[src/rtl/i2cs_pkg.sv]
package i2cs_pkg;

  // register offsets on the host port
  localparam logic [1:0] OFF_CTRL = 2'd0;
  localparam logic [1:0] OFF_DATA = 2'd1;
  localparam logic [1:0] OFF_OWN  = 2'd2;
  localparam logic [1:0] OFF_STAT = 2'd3;

  // control bit positions
  localparam int CB_EN   = 0;
  localparam int CB_AACK = 1;
  localparam int CB_FLAG = 2;

  // status codes
  localparam logic [7:0] SC_NONE   = 8'hF8;
  localparam logic [7:0] SC_ADR_W  = 8'h60;
  localparam logic [7:0] SC_GCALL  = 8'h70;
  localparam logic [7:0] SC_DAT_A  = 8'h80;
  localparam logic [7:0] SC_DAT_N  = 8'h88;
  localparam logic [7:0] SC_END    = 8'hA0;
  localparam logic [7:0] SC_ADR_R  = 8'hA8;

  typedef enum logic [2:0] {
    ST_IDLE,
    ST_ADDR,
    ST_DATA,
    ST_ACK,
    ST_HOLD,
    ST_SKIP
  } eng_state_e;

endpackage

[src/rtl/i2cs_sync.sv]
module i2cs_sync #(
  parameter int              WIDTH   = 2,
  parameter int              STAGES  = 2,
  parameter logic [WIDTH-1:0] RST_VAL = '1
) (
  input  logic             clk,
  input  logic             rst_n,
  input  logic [WIDTH-1:0] d,
  output logic [WIDTH-1:0] q
);

  logic [WIDTH-1:0] stage_q [STAGES];

  always_ff @(posedge clk or negedge rst_n) begin
    if (!rst_n) begin
      for (int i = 0; i < STAGES; i++) stage_q[i] <= RST_VAL;
    end else begin
      stage_q[0] <= d;
      for (int i = 1; i < STAGES; i++) stage_q[i] <= stage_q[i-1];
    end
  end

  assign q = stage_q[STAGES-1];

endmodule

[src/rtl/i2cs_cond.sv]
module i2cs_cond (
  input  logic clk,
  input  logic rst_n,
  input  logic scl_s,
  input  logic sda_s,
  output logic scl_rise,
  output logic scl_fall,
  output logic start_det,
  output logic stop_det
);

  logic scl_q, sda_q;

  always_ff @(posedge clk or negedge rst_n) begin
    if (!rst_n) begin
      scl_q <= 1'b1;
      sda_q <= 1'b1;
    end else begin
      scl_q <= scl_s;
      sda_q <= sda_s;
    end
  end

  // SDA edges only count as conditions while SCL stays high on both samples
  assign scl_rise  = scl_s & ~scl_q;
  assign scl_fall  = ~scl_s & scl_q;
  assign start_det = scl_s & scl_q & sda_q & ~sda_s;
  assign stop_det  = scl_s & scl_q & ~sda_q & sda_s;

endmodule

[src/rtl/i2cs_engine.sv]
module i2cs_engine
  import i2cs_pkg::*;
#(
  parameter int DW = 8
) (
  input  logic          clk,
  input  logic          rst_n,
  input  logic          en,
  input  logic          aack,
  input  logic          gc_en,
  input  logic [DW-2:0] own_addr,
  input  logic          flag,
  input  logic          flag_clr,
  input  logic          sda_s,
  input  logic          scl_rise,
  input  logic          scl_fall,
  input  logic          start_det,
  input  logic          stop_det,
  output logic          set_flag,
  output logic          rx_load,
  output logic [DW-1:0] rx_byte,
  output logic [7:0]    status,
  output logic          sda_oe,
  output logic          scl_oe
);

  localparam int CW = $clog2(DW + 1);
  localparam logic [CW-1:0] CNT_FULL = CW'(DW);

  eng_state_e     st_q, st_d;
  logic [CW-1:0]  cnt_q, cnt_d;
  logic [DW-1:0]  sh_q, sh_d;
  logic [7:0]     stat_q, stat_d;
  logic [7:0]     pend_q, pend_d;
  logic           drv_q, drv_d;
  logic           isdat_q, isdat_d;
  logic           cont_q, cont_d;

  logic           own_hit, gc_hit, rd_bit, addressed;

  assign rd_bit    = sh_q[0];
  assign own_hit   = (sh_q[DW-1:1] == own_addr);
  assign gc_hit    = gc_en & (sh_q[DW-1:1] == '0) & ~rd_bit;
  assign addressed = (st_q == ST_DATA) | ((st_q == ST_ACK) & isdat_q) | (st_q == ST_HOLD);

  always_comb begin
    st_d     = st_q;
    cnt_d    = cnt_q;
    sh_d     = sh_q;
    stat_d   = stat_q;
    pend_d   = pend_q;
    drv_d    = drv_q;
    isdat_d  = isdat_q;
    cont_d   = cont_q;
    set_flag = 1'b0;
    rx_load  = 1'b0;

    if (flag_clr) stat_d = SC_NONE;

    if (!en) begin
      st_d = ST_IDLE;
    end else if (start_det) begin
      if (addressed) begin
        set_flag = 1'b1;
        stat_d   = SC_END;
      end
      st_d  = ST_ADDR;
      cnt_d = '0;
    end else if (stop_det) begin
      if (addressed) begin
        set_flag = 1'b1;
        stat_d   = SC_END;
      end
      st_d = ST_IDLE;
    end else begin
      unique case (st_q)
        ST_ADDR, ST_DATA: begin
          if (scl_rise && cnt_q != CNT_FULL) begin
            sh_d  = {sh_q[DW-2:0], sda_s};
            cnt_d = cnt_q + CW'(1);
          end else if (scl_fall && cnt_q == CNT_FULL) begin
            if (st_q == ST_ADDR) begin
              if ((own_hit || gc_hit) && aack) begin
                st_d    = ST_ACK;
                drv_d   = 1'b1;
                isdat_d = 1'b0;
                cont_d  = ~rd_bit;
                pend_d  = own_hit ? (rd_bit ? SC_ADR_R : SC_ADR_W) : SC_GCALL;
              end else begin
                st_d = ST_SKIP;
              end
            end else begin
              st_d    = ST_ACK;
              drv_d   = aack;
              isdat_d = 1'b1;
              cont_d  = aack;
              pend_d  = aack ? SC_DAT_A : SC_DAT_N;
            end
          end
        end
        ST_ACK: begin
          if (scl_fall) begin
            st_d     = ST_HOLD;
            set_flag = 1'b1;
            stat_d   = pend_q;
            rx_load  = isdat_q;
          end
        end
        ST_HOLD: begin
          if (!flag) begin
            st_d  = cont_q ? ST_DATA : ST_SKIP;
            cnt_d = '0;
          end
        end
        default: ;
      endcase
    end
  end

  always_ff @(posedge clk or negedge rst_n) begin
    if (!rst_n) begin
      st_q    <= ST_IDLE;
      cnt_q   <= '0;
      sh_q    <= '0;
      stat_q  <= SC_NONE;
      pend_q  <= SC_NONE;
      drv_q   <= 1'b0;
      isdat_q <= 1'b0;
      cont_q  <= 1'b0;
    end else begin
      st_q    <= st_d;
      cnt_q   <= cnt_d;
      sh_q    <= sh_d;
      stat_q  <= stat_d;
      pend_q  <= pend_d;
      drv_q   <= drv_d;
      isdat_q <= isdat_d;
      cont_q  <= cont_d;
    end
  end

  assign rx_byte = sh_q;
  assign status  = stat_q;
  assign sda_oe  = (st_q == ST_ACK) & drv_q;
  assign scl_oe  = (st_q == ST_HOLD) & flag;

endmodule

[src/rtl/i2cs_slave.sv]
module i2cs_slave
  import i2cs_pkg::*;
#(
  parameter int DW          = 8,
  parameter int SYNC_STAGES = 2
) (
  input  logic       clk,
  input  logic       rst_n,
  input  logic       reg_we,
  input  logic [1:0] reg_addr,
  input  logic [7:0] reg_wdata,
  output logic [7:0] reg_rdata,
  output logic       irq,
  input  logic       scl_i,
  input  logic       sda_i,
  output logic       scl_oe,
  output logic       sda_oe
);

  localparam int AW = DW - 1;

  logic          rst_s;
  logic [1:0]    bus_s;
  logic          scl_rise, scl_fall, start_det, stop_det;
  logic          set_flag, rx_load, flag_clr, wr_ctrl, wr_own;
  logic [DW-1:0] rx_byte;
  logic [7:0]    stat_w;

  logic          ctrl_en_q, ctrl_en_d;
  logic          ctrl_aa_q, ctrl_aa_d;
  logic          flag_q, flag_d;
  logic [AW-1:0] own_q, own_d;
  logic          gc_q, gc_d;
  logic [DW-1:0] data_q, data_d;

  // reset: asserted asynchronously, released through two flops
  i2cs_sync #(.WIDTH(1), .STAGES(2), .RST_VAL(1'b0)) u_rst_sync (
    .clk   (clk),
    .rst_n (rst_n),
    .d     (1'b1),
    .q     (rst_s)
  );

  i2cs_sync #(.WIDTH(2), .STAGES(SYNC_STAGES), .RST_VAL(2'b11)) u_bus_sync (
    .clk   (clk),
    .rst_n (rst_s),
    .d     ({scl_i, sda_i}),
    .q     (bus_s)
  );

  i2cs_cond u_cond (
    .clk       (clk),
    .rst_n     (rst_s),
    .scl_s     (bus_s[1]),
    .sda_s     (bus_s[0]),
    .scl_rise  (scl_rise),
    .scl_fall  (scl_fall),
    .start_det (start_det),
    .stop_det  (stop_det)
  );

  i2cs_engine #(.DW(DW)) u_eng (
    .clk       (clk),
    .rst_n     (rst_s),
    .en        (ctrl_en_q),
    .aack      (ctrl_aa_q),
    .gc_en     (gc_q),
    .own_addr  (own_q),
    .flag      (flag_q),
    .flag_clr  (flag_clr),
    .sda_s     (bus_s[0]),
    .scl_rise  (scl_rise),
    .scl_fall  (scl_fall),
    .start_det (start_det),
    .stop_det  (stop_det),
    .set_flag  (set_flag),
    .rx_load   (rx_load),
    .rx_byte   (rx_byte),
    .status    (stat_w),
    .sda_oe    (sda_oe),
    .scl_oe    (scl_oe)
  );

  assign wr_ctrl  = reg_we & (reg_addr == OFF_CTRL);
  assign wr_own   = reg_we & (reg_addr == OFF_OWN);
  assign flag_clr = wr_ctrl & ~reg_wdata[CB_FLAG] & flag_q;

  always_comb begin
    ctrl_en_d = wr_ctrl ? reg_wdata[CB_EN]   : ctrl_en_q;
    ctrl_aa_d = wr_ctrl ? reg_wdata[CB_AACK] : ctrl_aa_q;
    own_d     = wr_own  ? reg_wdata[AW-1:0]  : own_q;
    gc_d      = wr_own  ? reg_wdata[7]       : gc_q;
    data_d    = rx_load ? rx_byte            : data_q;
    // a new event wins over a clear in the same cycle; writing 1 never sets
    if (set_flag)      flag_d = 1'b1;
    else if (flag_clr) flag_d = 1'b0;
    else               flag_d = flag_q;
  end

  always_ff @(posedge clk or negedge rst_s) begin
    if (!rst_s) begin
      ctrl_en_q <= 1'b0;
      ctrl_aa_q <= 1'b0;
      flag_q    <= 1'b0;
      own_q     <= '0;
      gc_q      <= 1'b0;
      data_q    <= '0;
    end else begin
      ctrl_en_q <= ctrl_en_d;
      ctrl_aa_q <= ctrl_aa_d;
      flag_q    <= flag_d;
      own_q     <= own_d;
      gc_q      <= gc_d;
      data_q    <= data_d;
    end
  end

  always_comb begin
    unique case (reg_addr)
      OFF_CTRL: reg_rdata = {5'b0, flag_q, ctrl_aa_q, ctrl_en_q};
      OFF_DATA: reg_rdata = 8'(data_q);
      OFF_OWN:  reg_rdata = {gc_q, 7'(own_q)};
      default:  reg_rdata = stat_w;
    endcase
  end

  assign irq = flag_q;

endmodule

[config.mk]
export PLATFORM = sky130hd
export DESIGN_NAME = i2cs_slave
export DESIGN_NICKNAME = d
export VERILOG_FILES = /design/src/rtl/i2cs_pkg.sv /design/src/rtl/i2cs_sync.sv /design/src/rtl/i2cs_cond.sv /design/src/rtl/i2cs_engine.sv /design/src/rtl/i2cs_slave.sv
export SDC_FILE = /design/constraint.sdc
export NUM_CORES = 1
export LEC_CHECK = 0
export BUFFER_PORTS_ARGS = -buffer_cell sky130_fd_sc_hd__buf_2
export CAP_MARGIN = 20
export CORE_ASPECT_RATIO = 2
export CORE_UTILIZATION = 50
export DETAILED_ROUTE_END_ITERATION = 10
export PLACE_DENSITY = 0.75
export RECOVER_POWER = 25
export SLEW_MARGIN = 20
export SYNTH_ARGS = -nofsm -noshare
export SYNTH_HDL_FRONTEND = slang
export SYNTH_SLANG_ARGS = --single-unit
[constraint.sdc]
create_clock -name clk -period 2.55 [get_ports clk]
set_clock_uncertainty 0.2 [all_clocks]
set_input_delay 0 -clock clk [delete_from_list [all_inputs] [get_ports clk]]
set_output_delay 0 -clock clk [all_outputs]
set_load 0.01 [all_outputs]
==> results of run 1 <==
-- worst register-to-register path, stage by stage (launching register included) --
cell     delay [ns]
dfrtp_1        0.41
inv_1          0.07
ha_1           0.19
and3b_2        0.26
nor4_4         0.32
nand2_2        0.25
mux2_4         0.37
-- metrics by stage --
stage / total power [mW] / setup slack (ns)
after floorplan: 1.29 / 0.568
after global placement: 1.38 / 0.460
after detailed placement: 1.40 / 0.379
after global routing: 2.67 / 0.239
after CTS: 2.59 / 0.359
final: 2.56 / 0.357
-- cells by family (layout without fill, tap and decap cells) --
group	after synthesis	count (layout)
compound gates	46	46
simple gates	71	71
flops	58	58
mux	35	35
other cells	1	1
fa+ha+maj	3	3
xor+xnor	9	9
buf+inv	17	67
-- flip-flops by register name, summed over array words and instances (netlist names), 2 cells and up --
name                count
u_eng.pend_q            5
u_bus_sync.stage_q      2
u_eng.cnt_q             4
u_eng.st_q              3
u_bus_sync.q            2
own_q                   7
u_eng.status            8
u_eng.rx_byte           8
data_q                  8
-- cell usage after synthesis (3+ instances only) --
cell type / instances
dfstp_2: 16
and2_1: 4
buf_6: 3
inv_1: 9
mux2_4: 7
mux4_2: 3
a21oi_1: 6
nor4_1: 3
xnor2_1: 6
mux2_2: 22
nor3b_2: 3
o22ai_1: 3
o211ai_1: 3
nand2_1: 9
nor2_1: 11
dfrtp_1: 42
nand3_1: 7
a22o_1: 6
nand2b_1: 4
o21ai_0: 10
and3_1: 4
-- power groups by stage --
stage | clock [mW] | combinational [mW] | sequential (mW)
floorplan | 0 | 0.223 | 1.07
global placement | 0 | 0.283 | 1.10
detailed placement | 0 | 0.299 | 1.10
CTS | 1.18 | 0.318 | 1.09
global route | 1.22 | 0.342 | 1.10
finish | 1.16 | 0.314 | 1.09
-- layout make-up --
type	instances	area, um^2
fill	433	2180
sequential	58	1470
multi-input combinational	165	1370
timing repair buffer	42	280
clock buffer	13	250
tap	61	76.3
clock inverter	3	40.0
inverter	9	33.8
-- routing by layer --
metal | wire length (um) | GRT usage | up-vias
li1 | - | - | 968
met5 | 0 | 0 | -
met4 | 197 | 0.127 | 0
met3 | 207 | 0.0562 | 14
met2 | 3830 | 0.413 | 45
met1 | 2490 | 0.272 | 1029
-- worst max-delay path by stage --
stage                                           from                           end  slack (ns)  depth (start not counted)
after floorplan           u_eng.cnt_q[0]$_DFFE_PN0P_  u_eng.rx_byte[1]$_DFFE_PN0P_        0.57                          7
after global placement    u_eng.cnt_q[0]$_DFFE_PN0P_  u_eng.rx_byte[5]$_DFFE_PN0P_        0.46                          6
after detailed placement  u_eng.cnt_q[0]$_DFFE_PN0P_  u_eng.rx_byte[6]$_DFFE_PN0P_        0.38                          6
after CTS                 u_eng.cnt_q[0]$_DFFE_PN0P_  u_eng.rx_byte[6]$_DFFE_PN0P_        0.36                          6
after global routing      u_eng.cnt_q[0]$_DFFE_PN0P_  u_eng.rx_byte[2]$_DFFE_PN0P_        0.24                          6
final                     u_eng.cnt_q[0]$_DFFE_PN0P_  u_eng.rx_byte[6]$_DFFE_PN0P_        0.36                          6
==> impl_metrics.csv, run 1 <==
group,metric,value,unit
worst_setup_path,start_kind,"flip-flop",
sta,finalMaxSlewViolations,0,
cells_and_area,layout.nets,302,
die,rows,39,
global_route,globalRouteOverflowTotal,0,
synth,synth_mux_area_frac,0.154,
cells_and_area,postLayoutCellArea,3530,um^2
routing,routed_wirelength,6730,um
synth,ys.warnings.count,0,
routing,dr.pass1.iters,4,
hold_path,hold_depth,3,
global_route,grt_max_degree,48,
synth,syn_nets,257,
sta,period_share,0.860,
worst_setup_path,path_cells,"inv_1 -> ha_1 -> and3b_2 -> nor4_4 -> nand2_2 -> mux2_4",
worst_setup_path,reg2reg_from,"u_eng.cnt_q[0]$_DFFE_PN0P_",
clock_tree,cts_buffer_depth,2,
power,peakVddDrop,0.736,mV
synth,synth-simple-area-share,0.161,
worst_setup_path,slowest_stage,"dfrtp_1",
power,comb_power_share,0.123,
sta,max_freq,0.456,GHz
synth,synth_top_cell_by_area,"dfrtp_1",
clock_tree,ctsHoldBuffers,13,
power,p_sw,629,uW
power,p_sw_frac,0.246,
global_route,antenna_found_initial,0,
synth,synth.avg_cell_area,12.2,um^2
clock_tree,cts_made_buffers,9,
die,die_x,56.2,um
power,pwr-share-seq,0.425,
job,cap_violations,0,
synth,synth_fa_ha_area_frac,0.0119,
synth,ys_types,67,
worst_setup_path,cp_top_family,"simple AND/OR/NAND/NOR gates",
placement,place_inst,322,
power,p_leak,1.63,nW
cells_and_area,layout_common_cells,"dfrtp_1 (42), buf_2 (23), mux2_2 (22)",
synth,synth-seq-cells,58,
placement,placed_cell_area,3110,um^2
die,core-area,5710,um^2
hold_path,worstHoldEndpoint,"ctrl_aa_q$_DFFE_PN0N_",
sta,setup_viol_count_final,0,
die,die_area,6200,um^2
cells_and_area,drive_above_1_share,0.348,
synth,synth-edff-count,0,
run_status,status,"finished clean",
clock_tree,cts_root_buf,"clkbuf_16",
power,p_int,1.93,mW
clock_tree,post_cts_buffers,0,
sta,tightest_slew,1.14,ns
routing,drtIter0Drc,72,
synth,syn-instance-count,240,
placement,routabilityCongestion,0.834,
synth,yosys.area_share.xor_xnor,0.0294,
routing,antenna_left,0,
worst_setup_path,cp.required,2.55,ns
clock_tree,cts_resized,0,
worst_setup_path,max_stage_delay,0.41,ns
clock_tree,path_clk_slew,0.05,ns
synth,synth_area_leaders,"dfrtp_1 (36%), dfstp_2 (14%), mux2_2 (8.4%), mux2_4 (3.6%), mux4_2 (2.3%)",
die,ios,26,
worst_setup_path,critPathKind,"reg2reg",
clock_tree,cts_tree,"yes",
synth,synth_compound_area_frac,0.109,
global_route,grt_pass1_wl,11200,um
sta,timing.slew.headroom,0.239,
routing,detailroute.via_count,2056,
synth,synthArstFlopShare,1.00,
routing,routedWlPerCell,19.2,um
hold_path,hold_start,"reg_we",
synth,synth_top_family_by_area,"simple AND/OR/NAND/NOR gates",
placement,portBuffers,25,
routing,routed_via_density,5.86,
worst_setup_path,path_max_fanout,11,
cells_and_area,fin_util,0.618,
synth,synth_ff_type,"dfrtp_1",
cells_and_area,mostFrequentLayoutCell,"dfrtp_1",
sta,whs,0.0415,ns
worst_setup_path,r2r_cells,6,
cells_and_area,syn_to_final_growth,20.0,%
power,power_per_cell_area,726,nW/um^2
clock_tree,htree_levels,3,
global_route,grt_pass1_vias,2203,
routing,drc,0,
hold_path,holdCritPathClass,"in2reg",
die,initial_core_util,0.515,
worst_setup_path,critical_path_buf_inv_count,1,
placement,hpwlAfterDp,4840,um
sta,hold_viol,0,
synth,yosysSeqAreaShare,0.501,
worst_setup_path,rr_endpoint,"u_eng.rx_byte[6]$_DFFE_PN0P_",
clock_tree,cts_sinks,58,
clock_tree,clk_latency,0.33,ns
die,chipHeight,110,um
worst_setup_path,critPathArrivalTime,2.20,ns
cells_and_area,fin_cells,351,
cells_and_area,antenna_cells,0,
worst_setup_path,reg2reg_slack,0.36,ns
synth,synth_top_area_frac,0.358,
worst_setup_path,worst_setup_path_end_kind,"flip-flop",
sta,tns,0,ns
sta,fin_crit,2.19,ns
synth,netlist_area,2940,um^2
power,clock_power_share,0.452,
global_route,gr-usage-all-layers,0.241,
sta,rsz0062_at_grt,"no",
No activity file was read; power rests on OpenSTA's default activity.
==> inputs of run 2 (changes only) <==
--- a/config.mk
+++ b/config.mk
@@ -6,4 +6,5 @@
 export NUM_CORES = 1
 export LEC_CHECK = 0
+export ABC_AREA = 1
 export BUFFER_PORTS_ARGS = -buffer_cell sky130_fd_sc_hd__buf_2
 export CAP_MARGIN = 20
==> constraint.sdc (replaced) <==
create_clock -name clk -period 2.55 [get_ports clk]
set_clock_uncertainty 0.2 [all_clocks]
set_input_delay 0.51 -clock clk [delete_from_list [all_inputs] [get_ports clk]]
set_output_delay 0.51 -clock clk [all_outputs]
set_load 0.01 [all_outputs]
==> impl_metrics.csv, run 2 <==
group,metric,value,unit
clock_tree,cts_sinks,58,
worst_setup_path,reg2reg_from,"u_eng.cnt_q[0]$_DFFE_PN0P_",
synth,synth.avg_cell_area,8.31,um^2
clock_tree,cts_resized,0,
worst_setup_path,reg2reg_slack,0.62,ns
worst_setup_path,rr_endpoint,"u_eng.isdat_q$_DFFE_PN0P_",
die,die_area,6210,um^2
sta,max_freq,0.432,GHz
routing,routed_wirelength,6300,um
clock_tree,cts_tree,"yes",
die,chipHeight,110,um
die,core-area,5710,um^2
sta,setup_viol_count_final,0,
routing,drc,0,
hold_path,holdCritPathClass,"in2reg",
cells_and_area,syn_to_final_growth,16.9,%
power,comb_power_share,0.226,
clock_tree,path_clk_slew,0.05,ns
clock_tree,clk_latency,0.33,ns
synth,synth-seq-cells,58,
sta,finalMaxSlewViolations,0,
synth,syn_nets,371,
sta,period_share,0.908,
cells_and_area,drive_above_1_share,0.274,
routing,drtIter0Drc,108,
global_route,grt_max_degree,22,
clock_tree,htree_levels,3,
synth,synth_ff_type,"dfrtp_1",
routing,routedWlPerCell,13.9,um
cells_and_area,n_fill_cell,528,
clock_tree,cts_root_buf,"clkbuf_16",
placement,portBuffers,25,
cells_and_area,layout_common_cells,"nand2_1 (103), dfrtp_1 (42), nor2_1 (36)",
worst_setup_path,path_max_fanout,6,
worst_setup_path,r2r_cells,9,
synth,synthArstFlopShare,1.00,
sta,fin_crit,2.31,ns
hold_path,hold_start,"scl_i",
synth,synth_top_area_frac,0.357,
clock_tree,post_cts_buffers,0,
routing,routed_via_density,5.28,
sta,tightest_slew,0.931,ns
power,p_total,3.15,mW
synth,ys.warnings.count,0,
power,p_sw_frac,0.320,
synth,netlist_area,2940,um^2
global_route,use_met1,0.234,
cells_and_area,mostFrequentLayoutCell,"nand2_1",
routing,dr.pass1.iters,6,
job,cap_violations,0,
die,initial_core_util,0.515,
cells_and_area,layout.nets,406,
run_status,status,"finished clean",
power,p_int,2.14,mW
global_route,gr-usage-all-layers,0.222,
hold_path,worstHoldEndpoint,"u_bus_sync.stage_q[3]$_DFF_PN1_",
sta,timing.slew.headroom,0.380,
global_route,globalRouteOverflowTotal,0,
synth,synth.most_common_cell,"nand2_1",
synth,yosysSeqAreaShare,0.500,
cells_and_area,antenna_cells,0,
power,peakVddDrop,0.669,mV
global_route,antenna_found_initial,0,
worst_setup_path,critPathKind,"in2out",
global_route,grt_pass1_vias,2405,
sta,hold_viol,0,
routing,detailroute.via_count,2401,
synth,synth_top_cell_by_area,"dfrtp_1",
die,ios,26,
worst_setup_path,critPathArrivalTime,1.60,ns
synth,syn-instance-count,354,
routing,antenna_left,0,
global_route,grtUsageMet3,0.0562,
clock_tree,cts_made_buffers,9,
power,pwr-share-seq,0.391,
clock_tree,cts_buffer_depth,2,
power,p_sw,1.01,mW
synth,netlist_top_cells_count,"nand2_1 (103), dfrtp_1 (42), nor2_1 (36)",
die,rows,39,
hold_path,hold_depth,1,
sta,tns,0,ns
worst_setup_path,cp.required,1.84,ns
clock_tree,ctsHoldBuffers,1,
global_route,grt_pass1_wl,10500,um
worst_setup_path,start_kind,"input port",
global_route,grt_busiest_layer,"met2",
synth,synth_area_leaders,"dfrtp_1 (36%), dfstp_2 (14%), nand2_1 (13%), nor2_1 (4.6%), inv_1 (4.2%)",
power,clock_power_share,0.382,
global_route,grtUsageMet2,0.387,
sta,rsz0062_at_grt,"no",
placement,routabilityCongestion,0.930,
placement,hpwlAfterDp,4550,um
die,die_x,56.2,um
synth,ys_types,38,
power,p_leak,1.70,nW
power,power_per_cell_area,917,nW/um^2
worst_setup_path,worst_setup_path_end_kind,"primary output",
synth,synth-edff-count,0,
## run 2: cell families (layout without fill, tap and decap cells)
kind of cell / Yosys count / in the layout / share of synthesized area
AO/OA/AOI/OAI: 52 / 52 / 0.111
XOR/XNOR: 2 / 2 / 0.00596
adder cells (fa/ha/maj): 2 / 2 / 0.00851
buffers and inverters: 54 / 94 / 0.0749
flip-flops: 58 / 58 / 0.500
multiplexers: 2 / 2 / 0.00766
other: 1 / 1 / 0.00128
AND/OR/NAND/NOR: 183 / 183 / 0.291
## run 2: worst max path at each step
stage,start,to,depth (start not counted)
after CTS,reg_addr[1],reg_rdata[2],8
after detailed placement,reg_addr[1],reg_rdata[0],8
after global routing,reg_addr[1],reg_rdata[2],8
after global placement,reg_addr[1],reg_rdata[0],8
final,reg_addr[1],reg_rdata[2],8
after floorplan,u_rst_sync.q$_DFF_PN0_,ctrl_aa_q$_DFFE_PN0N_,0
## run 2: area by class of cell
type                            instances  area (um^2)  area share
Sequential cell                        58         1470       0.428
Multi-Input combinational cell        242         1250       0.363
Clock buffer                           11          253      0.0736
Inverter                               50          189      0.0550
Clock inverter                          5         52.6      0.0153
Tap cell                               61         76.3      0.0222
Timing Repair Buffer                   28          145      0.0422
## run 2: critical path: stages
cell and delay [ns]:
buf_2 0.11, inv_1 0.06, nor2_1 0.07, inv_1 0.18, nor2_1 0.08, a221oi_1 0.30
o21ai_0 0.14, buf_2 0.16
## run 2: power groups by stage
stage | Sequential [mW] | Clock (mW) | Combinational, mW
finish | 1.23 | 1.21 | 0.713
global route | 1.26 | 1.26 | 0.806
global placement | 1.24 | 0 | 0.679
floorplan | 1.21 | 0 | 0.560
CTS | 1.24 | 1.21 | 0.716
detailed placement | 1.25 | 0 | 0.700
## run 2: per-stage QoR
stage           util  instance area (um^2)  worst slack (ns)  instances  hold WS [ns]
4_1_cts        0.603                  3440             0.236        455        0.0272
3_5_place_dp   0.548                  3130             0.321        438        0.0184
3_3_place_gp   0.548                  3130             0.337        438        0.0179
5_1_grt        0.602                  3440            0.0969        455        0.0790
6_report       0.602                  3440             0.235        455        0.0839
2_1_floorplan      -                  2940             0.644        354        0.0144
## run 2: layer usage
layer / wire length, um / vias up
li1: - / 1197
met1: 2460 / 1124
met2: 3370 / 57
met3: 206 / 23
met4: 265 / 0
met5: 0 / -
